==> src/rtl/casc_det_pkg.sv <==
package casc_det_pkg;

    // Measurement sequence: first window waits for the delayed-sync level,
    // second window waits for the frame sync to fall, then results freeze.
    typedef enum logic [1:0] {
        PH_WAIT_DLY  = 2'd0,
        PH_WAIT_SYNC = 2'd1,
        PH_FROZEN    = 2'd2
    } det_phase_e;

endpackage

==> src/rtl/casc_det_window.sv <==
module casc_det_window
    import casc_det_pkg::*;
#(
    parameter int WIN_LEN = 64
) (
    input  logic       clk_i,
    input  logic       rst_ni,
    output det_phase_e phase_o,
    output logic       win_last_o
);

    localparam int TW = (WIN_LEN > 1) ? $clog2(WIN_LEN) : 1;
    localparam logic [TW-1:0] LAST_TICK = TW'(WIN_LEN - 1);

    typedef struct packed {
        det_phase_e    phase;
        logic [TW-1:0] tick;
    } win_state_t;

    win_state_t st_d, st_q;
    logic       at_last;

    assign at_last = (st_q.tick == LAST_TICK);

    always_comb begin
        st_d = st_q;
        unique case (st_q.phase)
            PH_WAIT_DLY: begin
                if (at_last) begin
                    st_d.phase = PH_WAIT_SYNC;
                    st_d.tick  = '0;
                end else begin
                    st_d.tick = st_q.tick + 1'b1;
                end
            end
            PH_WAIT_SYNC: begin
                if (at_last) begin
                    st_d.phase = PH_FROZEN;
                    st_d.tick  = '0;
                end else begin
                    st_d.tick = st_q.tick + 1'b1;
                end
            end
            default: begin
                st_d.phase = PH_FROZEN;
                st_d.tick  = '0;
            end
        endcase
    end

    always_ff @(posedge clk_i or negedge rst_ni) begin
        if (!rst_ni) begin
            st_q.phase <= PH_WAIT_DLY;
            st_q.tick  <= '0;
        end else begin
            st_q <= st_d;
        end
    end

    assign phase_o    = st_q.phase;
    assign win_last_o = at_last && (st_q.phase != PH_FROZEN);

    // once frozen the sequence never restarts without reset
    p_frozen_sticky_r2: assert property (@(posedge clk_i) disable iff (!rst_ni)
        (st_q.phase == PH_FROZEN) |=> (st_q.phase == PH_FROZEN));

    // second window only entered from the end of the first
    p_order_r2: assert property (@(posedge clk_i) disable iff (!rst_ni)
        $rose(st_q.phase == PH_WAIT_SYNC) |-> ($past(st_q.phase) == PH_WAIT_DLY));

endmodule

==> src/rtl/casc_det_edge_timer.sv <==
module casc_det_edge_timer #(
    parameter int WIN_LEN      = 64,
    parameter bit ACTIVE_LEVEL = 1'b1,
    localparam int CW = $clog2(WIN_LEN + 1)
) (
    input  logic          clk_i,
    input  logic          rst_ni,
    input  logic          en_i,
    input  logic          sig_i,
    output logic [CW-1:0] cnt_o,
    output logic          seen_o,
    output logic [CW-1:0] cnt_nx_o,
    output logic          seen_nx_o
);

    localparam logic [CW-1:0] CNT_MAX = CW'(WIN_LEN);

    typedef struct packed {
        logic [CW-1:0] cnt;
        logic          seen;
    } tmr_state_t;

    tmr_state_t st_d, st_q;
    logic       hit;

    generate
        if (ACTIVE_LEVEL) begin : g_wait_high
            assign hit = sig_i;
        end else begin : g_wait_low
            assign hit = ~sig_i;
        end
    endgenerate

    always_comb begin
        st_d = st_q;
        if (en_i && !st_q.seen) begin
            if (hit) begin
                st_d.seen = 1'b1;
            end else if (st_q.cnt != CNT_MAX) begin
                st_d.cnt = st_q.cnt + 1'b1;
            end
        end
    end

    always_ff @(posedge clk_i or negedge rst_ni) begin
        if (!rst_ni) begin
            st_q.cnt  <= '0;
            st_q.seen <= 1'b0;
        end else begin
            st_q <= st_d;
        end
    end

    assign cnt_o     = st_q.cnt;
    assign seen_o    = st_q.seen;
    assign cnt_nx_o  = st_d.cnt;
    assign seen_nx_o = st_d.seen;

    // count never passes the window length
    p_count_bound_r6: assert property (@(posedge clk_i) disable iff (!rst_ni)
        st_q.cnt <= CNT_MAX);

    // after the edge is seen the count is frozen
    p_hold_after_edge_r8: assert property (@(posedge clk_i) disable iff (!rst_ni)
        st_q.seen |=> (st_q.seen && $stable(st_q.cnt)));

    // outside its window the timer does not move
    p_idle_outside_r9: assert property (@(posedge clk_i) disable iff (!rst_ni)
        !en_i |=> ($stable(st_q.cnt) && $stable(st_q.seen)));

endmodule

==> src/rtl/casc_pos_detect.sv <==
module casc_pos_detect
    import casc_det_pkg::*;
#(
    parameter int PHASE_LEN = 64,
    localparam int CW = $clog2(PHASE_LEN + 1),
    localparam int SW = CW + 1
) (
    input  logic          clk_i,
    input  logic          rst_ni,
    input  logic          fs_i,
    input  logic          fsd_i,
    output logic [SW-1:0] dev_count_o,
    output logic [CW-1:0] position_o,
    output logic          done_o,
    output logic          timeout_o
);

    det_phase_e    phase;
    logic          win_last;
    logic          en_dly, en_sync, capture;
    logic [CW-1:0] dly_cnt, dly_cnt_nx, sync_cnt, sync_cnt_nx;
    logic          dly_seen, dly_seen_nx, sync_seen, sync_seen_nx;

    typedef struct packed {
        logic [SW-1:0] count;
        logic [CW-1:0] pos;
        logic          err;
        logic          done;
    } res_state_t;

    res_state_t res_d, res_q;

    casc_det_window #(.WIN_LEN(PHASE_LEN)) u_window (
        .clk_i      (clk_i),
        .rst_ni     (rst_ni),
        .phase_o    (phase),
        .win_last_o (win_last)
    );

    assign en_dly  = (phase == PH_WAIT_DLY);
    assign en_sync = (phase == PH_WAIT_SYNC);
    assign capture = en_sync && win_last;

    casc_det_edge_timer #(.WIN_LEN(PHASE_LEN), .ACTIVE_LEVEL(1'b1)) u_dly_timer (
        .clk_i     (clk_i),
        .rst_ni    (rst_ni),
        .en_i      (en_dly),
        .sig_i     (fsd_i),
        .cnt_o     (dly_cnt),
        .seen_o    (dly_seen),
        .cnt_nx_o  (dly_cnt_nx),
        .seen_nx_o (dly_seen_nx)
    );

    casc_det_edge_timer #(.WIN_LEN(PHASE_LEN), .ACTIVE_LEVEL(1'b0)) u_sync_timer (
        .clk_i     (clk_i),
        .rst_ni    (rst_ni),
        .en_i      (en_sync),
        .sig_i     (fs_i),
        .cnt_o     (sync_cnt),
        .seen_o    (sync_seen),
        .cnt_nx_o  (sync_cnt_nx),
        .seen_nx_o (sync_seen_nx)
    );

    always_comb begin
        res_d = res_q;
        if (capture && !res_q.done) begin
            res_d.count = SW'(dly_cnt) + SW'(sync_cnt_nx);
            res_d.pos   = dly_cnt;
            res_d.err   = !dly_seen || !sync_seen_nx;
            res_d.done  = 1'b1;
        end
    end

    always_ff @(posedge clk_i or negedge rst_ni) begin
        if (!rst_ni) begin
            res_q.count <= '0;
            res_q.pos   <= '0;
            res_q.err   <= 1'b0;
            res_q.done  <= 1'b0;
        end else begin
            res_q <= res_d;
        end
    end

    assign dev_count_o = res_q.count;
    assign position_o  = res_q.pos;
    assign done_o      = res_q.done;
    assign timeout_o   = res_q.err;

    // done is sticky and results are frozen while it is high
    p_done_sticky_r10: assert property (@(posedge clk_i) disable iff (!rst_ni)
        res_q.done |=> (res_q.done && $stable(res_q.count)
                        && $stable(res_q.pos) && $stable(res_q.err)));

    // done only rises when the window sequence reaches its end
    p_done_at_end_r2: assert property (@(posedge clk_i) disable iff (!rst_ni)
        $rose(res_q.done) |-> (phase == PH_FROZEN));

    // the total never falls below this device's position
    p_total_ge_pos_r5: assert property (@(posedge clk_i) disable iff (!rst_ni)
        res_q.done |-> (res_q.count >= SW'(res_q.pos)));

    // a saturated position always comes with the timeout flag
    p_pos_timeout_r6: assert property (@(posedge clk_i) disable iff (!rst_ni)
        (res_q.done && res_q.pos == CW'(PHASE_LEN)) |-> res_q.err);

    // nothing reported before done
    p_quiet_before_done_r1: assert property (@(posedge clk_i) disable iff (!rst_ni)
        !res_q.done |-> (res_q.count == '0 && res_q.pos == '0 && !res_q.err));

endmodule

==> config.mk <==
export PLATFORM = sky130hd
export DESIGN_NAME = casc_pos_detect
export DESIGN_NICKNAME = d
export VERILOG_FILES = /design/src/rtl/casc_det_pkg.sv /design/src/rtl/casc_det_window.sv /design/src/rtl/casc_det_edge_timer.sv /design/src/rtl/casc_pos_detect.sv
export SDC_FILE = /design/constraint.sdc
export NUM_CORES = 1
export LEC_CHECK = 0
export CAP_MARGIN = 10
export CORE_ASPECT_RATIO = 0.8
export CORE_MARGIN = 4
export CORE_UTILIZATION = 56
export DETAILED_ROUTE_END_ITERATION = 10
export PLACE_DENSITY = 0.78
export REMOVE_ABC_BUFFERS = 1
export SLEW_MARGIN = 20
export SYNTH_ARGS = -nofsm -noshare
export SYNTH_HDL_FRONTEND = slang
export SYNTH_HIERARCHICAL = 1
export SYNTH_SLANG_ARGS = --single-unit
==> constraint.sdc <==
create_clock -name clk_i -period 3.7 [get_ports clk_i]
set_clock_uncertainty 0.05 [all_clocks]
set_input_delay 0.74 -clock clk_i [delete_from_list [all_inputs] [get_ports clk_i]]
set_output_delay 0.74 -clock clk_i [all_outputs]
set_load 0.03 [all_outputs]
==> reports/qor.yml, run 1 <==
outcome: "finished, final reports clean"
die_h_um: 63.5
routedWlPerCell_um: 16.7
period_share: 0.817
drv_cap: 0
synth_cell_types: 51
antenna_found_initial: 0
placement.io_buffers: 20
core_mm2: 0.00357
synth_edf_count: 0
fin_nets: 244
slew_headroom: 0.413
synth.largest_area_cell: "dfrtp_1"
die_area_mm2: 0.00492
seq_area_frac_synth: 0.476
p_int_w: 0.000694
antenna_cells: 0
rows: 19
final_common_cell: "dfrtp_1"
p_clk_frac: 0.418
clock.fmax_mhz: 331
period_needed_ps: 3020
grt_pass1_vias: 1645
required_ps: 3880
ios: 21
drcViolationCount: 0
arrival_ps: 3200
gr-total-overflow: 0
track_usage: 0.204
nFillCells: 281
ys_ff_latch: 41
netSwitchingFraction: 0.219
cts.htree.levels: 2
ys_top_cells_by_area: "dfrtp_1, ha_1, nand2_1"
worstSetupEndpointType: "register"
critPathMaxFanout: 4
cts_setup_buffers: 0
rsz0062_at_grt: "no"
worst_slew_pin_slew_ps: 880
cts_resized: 0
crit_buf_inv: 1
irDropWorstVdd_uv: 249
vias: 1568
die_w_um: 77.4
hold_violations: 0
cts.sinks: 41
gp_congestion: 0.888
slowest_delay_ps: 520
cp_top_family: "simple AND/OR/NAND/NOR gates"
dr.pass1.iters: 4
wirelength_um: 4500
first_iter_violations: 70
ys.flop_type: "dfrtp_1"
clock-root-buffer: "clkbuf_8"
final_util: 0.696
async_reset_ff_frac: 1.00
numCtsBuffers: 5
setup_tns_ps: 0
criticalPathCategory: "in2reg"
most-common-layout-cells: "dfrtp_1, nand2_1, clkdlybuf4s50_1"
cts_tree: "done"
clk_latency_ps: 300
drtAntennaViolNets: 0
p_per_area_mw_per_mm2: 358
netlist_area_mm2: 0.00216
grt_start_max_net_pins: 42
holdWs_ps: 431
dpl.hpwl_um: 3260
hold_class: "reg2reg"
p_comb_frac: 0.059
drive_above_1_share: 0.0965
syn_to_final_growth_pct: 15.1
cts_buffer_depth: 2
crit_path_top_delay_cell: "clkdlybuf4s50_1"
setup_ws_ps: 677
start_util: 0.605
grt_pass1_wl_um: 7910
p_seq_frac: 0.522
clk_pin_slew_ps: 70
p_switching_w: 0.000194
start_kind: "primary input"
maxSlewViolCount: 0
r2r_setup_slack_ps: 680
synth_area_per_cell_um2: 10.4
cts_hold_buf: 0
yosys_warnings: 6
synth_top_area_share: 0.476
synthCells: 207
finalSetupViolCount: 0
place_ws_ps: 391
viasPerCell: 5.81
leakagePower_nw: 1.14
crit_chain: "clkdlybuf4s50_1 -> nand4b_1 -> a311oi_1 -> a21o_1 -> ha_1 -> nor2b_4 -> o31a_1 -> or4_1 -> nand3_1"
==> layout make-up <==
type / instances / area, um2 / share of cell area
multi-input combinational: 147 / 1040 / 0.420
sequential: 41 / 1030 / 0.413
timing repair buffer: 21 / 203 / 0.0817
clock buffer: 7 / 86.3 / 0.0348
tap: 42 / 52.6 / 0.0212
inverter: 11 / 41.3 / 0.0166
clock inverter: 1 / 30.0 / 0.0121
==> logic make-up after synthesis <==
logic type,count (synthesis),share of synthesized area
AOI/OAI and AO/OA,41,0.128
buffers and inverters,19,0.0406
DFF,41,0.476
adders and majority gates,13,0.0789
muxes,2,0.0122
and+or+nand+nor,77,0.208
xor gates and xnor gates,14,0.0568
==> power groups by stage <==
stage	logic [W]	clock network [W]	registers [W]
after floorplan	0.0000313	0	0.000469
after global placement	0.0000497	0	0.000472
after detailed placement	0.0000536	0	0.000473
after CTS	0.0000538	0.000381	0.000464
after global routing	0.0000602	0.000402	0.000465
final	0.0000528	0.000372	0.000464
==> flip-flops by register name, indices dropped and copies added, names as in the netlist <==
register             count
dev_count_o              8
position_o               7
u_dly_timer/cnt_o        7
u_sync_timer/cnt_o       7
u_window/st_q            6
u_window/phase_o         2
done_o                   1
timeout_o                1
u_dly_timer/seen_o       1
u_sync_timer/seen_o      1
==> path summary, 6_finish.rpt <==
check                           cells after the start                          to                       startpoint
worst max-delay path                                9  dev_count_o[6]$_DFFE_PN0P_                             fs_i
worst min-delay path                                2  dev_count_o[3]$_DFFE_PN0P_       dev_count_o[3]$_DFFE_PN0P_
worst max register to register                      9  dev_count_o[6]$_DFFE_PN0P_  u_window/phase_o[1]$_DFFE_PN0P_
worst min register to register                      2  dev_count_o[3]$_DFFE_PN0P_       dev_count_o[3]$_DFFE_PN0P_
max in group asynchronous                           1  dev_count_o[3]$_DFFE_PN0P_                           rst_ni
min in group asynchronous                           1       timeout_o$_DFFE_PN0P_                           rst_ni
==> Yosys cell counts, types with 2 or more instances <==
library cell   n
dfrtp_1       41
nand2_1       28
ha_1          12
nor2_1        11
o21ai_0       11
inv_1         10
xnor2_1        9
nor3_1         6
a21o_1         5
xor2_1         5
a211oi_1       4
a21oi_1        4
clkbuf_1       4
nand3_1        4
nand4_1        4
a31oi_1        3
o31ai_1        3
a21o_2         2
and3_4         2
buf_4          2
nand3b_1       2
nand4b_1       2
nand4bb_1      2
nor3b_1        2
o21a_1         2
or3_1          2
==> stage by stage <==
stage               instance area, um2  instances  power, W
floorplan                         2110        199  0.000500
global placement                  2370        262  0.000522
detailed placement                2370        262  0.000526
CTS                               2480        270  0.000899
global route                      2480        270  0.000927
finish                            2480        270  0.000888
==> worst register-to-register path, cell delays in order, from the launching register on <==
cell	delay, ps
dfrtp_1	530
nor2b_1	380
nand4b_1	240
a311oi_1	340
a21o_1	170
ha_1	290
nor2b_4	150
o31a_1	260
or4_1	470
nand3_1	90
==> metal layers <==
metal,global-route usage,wire length (um)
met5,0,0
met3,0.0484,200
met4,0.0911,70
met1,0.274,2190
met2,0.315,2030
(Power assumes the default switching activity.)
==> run 2, diff against run 1 <==
--- a/config.mk
+++ b/config.mk
@@ -8,9 +8,9 @@
 export CAP_MARGIN = 10
 export CORE_ASPECT_RATIO = 0.8
 export CORE_MARGIN = 4
-export CORE_UTILIZATION = 56
+export CORE_UTILIZATION = 51
 export DETAILED_ROUTE_END_ITERATION = 10
-export PLACE_DENSITY = 0.78
+export PLACE_DENSITY = 0.75
 export REMOVE_ABC_BUFFERS = 1
 export SLEW_MARGIN = 20
 export SYNTH_ARGS = -nofsm -noshare
==> constraint.sdc (replaced) <==
create_clock -name clk_i -period 2.76 [get_ports clk_i]
set_clock_uncertainty 0.05 [all_clocks]
set_input_delay 0.552 -clock clk_i [delete_from_list [all_inputs] [get_ports clk_i]]
set_output_delay 0.552 -clock clk_i [all_outputs]
set_load 0.03 [all_outputs]
==> run 2 against run 1 <==
Utilization fell by 2.6 points. Sequential power up 34%. Global-route usage shrank 1.6 points. Sequential share of layout area fell by 2.4 points. Die area up 8.7%. Hold slack worse by 120 ps. Total power increased by 23%. Critical path depth is 3 higher. Combinational power grew 54%. Design area is 6.0% higher. Non-clock buffer count increased by 19. Register-to-register slack got worse by 600 ps. Critical path type is now reg2reg. Largest cell class unchanged.
==> reports/qor.yml, run 2 (synthesized netlist as in run 1, its figures left out) <==
dp_cells: 293
track_usage: 0.188
syn_to_final_growth_pct: 22.0
grt_start_max_net_pins: 42
start_kind: "register"
cts.sinks: 41
r2r.worst_path.cells: 12
first_iter_violations: 138
cts_tree: "done"
clock.fmax_mhz: 373
cts_hold_buf: 0
r2r_setup_slack_ps: 80
viasPerCell: 5.36
drive_above_1_share: 0.186
clock-root-buffer: "clkbuf_8"
most-common-layout-cells: "dfrtp_1, nand2_1, buf_4"
cts.htree.levels: 2
clk_latency_ps: 300
crit_buf_inv: 2
crit_path_frequent_cell: "ha_1"
hold_class: "in2async"
routedWlPerCell_um: 14.3
rsz0062_at_grt: "yes"
worstReg2RegEnd: "dev_count_o[6]$_DFFE_PN0P_"
nFillCells: 315
die_h_um: 66.2
outcome: "finished, final reports clean"
slowest_delay_ps: 480
final_common_cell: "dfrtp_1"
cts_buffer_depth: 2
fin_area_mm2: 0.00263
worst_slew_pin_slew_ps: 883
gr-total-overflow: 0
finalSetupViolCount: 0
period_share: 0.971
gp_congestion: 0.900
drcViolationCount: 0
dr.pass1.iters: 4
dpl.hpwl_um: 3050
largest_reg_flops: 8
p_total_w: 0.00110
irDropWorstVdd_uv: 320
placement.io_buffers: 20
grt_pass1_wl_um: 7560
grt_pass1_vias: 1581
period_needed_ps: 2680
crit_path_start: "u_sync_timer/cnt_o[1]$_DFF_PN0_"
crit_chain: "inv_2 -> ha_1 -> nor4b_4 -> a31oi_1 -> xnor2_1 -> ha_1 -> inv_1 -> fa_2 -> nor2b_4 -> o31a_1 -> or4_1 -> nand3_1"
antenna_found_initial: 0
die_area_mm2: 0.00534
place_ws_ps: -302
drv_cap: 0
p_per_area_mw_per_mm2: 416
postPlaceCellArea_mm2: 0.00252
drtAntennaViolNets: 0
start_util: 0.549
antenna_cells: 0
die_w_um: 80.7
vias: 1619
rows: 20
setup_ws_ps: 79.8
core_mm2: 0.00393
crit_path_top_delay_cell: "or4_1"
required_ps: 2950
wirelength_um: 4310
maxSlewViolCount: 0
leakagePower_nw: 1.23
hold_violations: 0
numCtsBuffers: 5
worstSetupEndpointType: "register"
setup_tns_ps: 0
reg2reg_from: "u_sync_timer/cnt_o[1]$_DFF_PN0_"
fin_cells: 302
critPathMaxFanout: 4
cp_top_family: "simple AND/OR/NAND/NOR gates"
fin_nets: 263
ios: 21
clk_pin_slew_ps: 80
criticalPathCategory: "reg2reg"
arrival_ps: 2870
slew_headroom: 0.411
[run 2: final cells by class]
class                      count  area [um2]  area share
timing repair buffer          40         348       0.132
sequential                    41        1030       0.390
inverter                      11        41.3      0.0157
tap                           55        68.8      0.0261
clock buffer                   5        68.8      0.0261
clock inverter                 3        17.5     0.00665
multi-input combinational    147        1060       0.404
[run 2: metrics by stage]
| stage | hold slack, ps | utilization |
|---|---|---|
| after detailed placement | 411 | 0.641 |
| final | 315 | 0.670 |
| after global placement | 412 | 0.641 |
| after global routing | 397 | 0.670 |
| after floorplan | 206 | - |
| after CTS | 357 | 0.663 |
[run 2: repair_timing]
action | CTS | global route
pin swaps | 0 | 2
endpoints found under the setup margin | 1 | 5
resized for setup | 1 | 6
setup buffers | 0 | 1
[run 2: worst max path at each step]
stage,end,slack [ps],depth (start not counted)
2_1_floorplan,dev_count_o[6]$_DFFE_PN0P_,90,7
3_3_place_gp,dev_count_o[6]$_DFFE_PN0P_,-240,11
3_5_place_dp,dev_count_o[6]$_DFFE_PN0P_,-300,11
4_1_cts,dev_count_o[6]$_DFFE_PN0P_,7,11
5_1_grt,dev_count_o[6]$_DFFE_PN0P_,-90,12
6_report,dev_count_o[6]$_DFFE_PN0P_,80,12
[run 2: report_power, final]
| part | switching [W] | total (W) | internal (W) |
|---|---|---|---|
| Combinational | 0.0000437 | 0.0000811 | 0.0000374 |
| Clock | 0.000219 | 0.000394 | 0.000175 |
| Sequential | 0.0000150 | 0.000622 | 0.000607 |
| Total | 0.000278 | 0.00110 | 0.000819 |
[run 2: per-layer routing]
| metal | up-vias | GRT usage | wire, um |
|---|---|---|---|
| met4 | 0 | 0.0464 | 49 |
| met2 | 37 | 0.274 | 1850 |
| li1 | 808 | - | - |
| met3 | 5 | 0.0572 | 169 |
| met1 | 769 | 0.273 | 2240 |
| met5 | - | 0 | 0 |
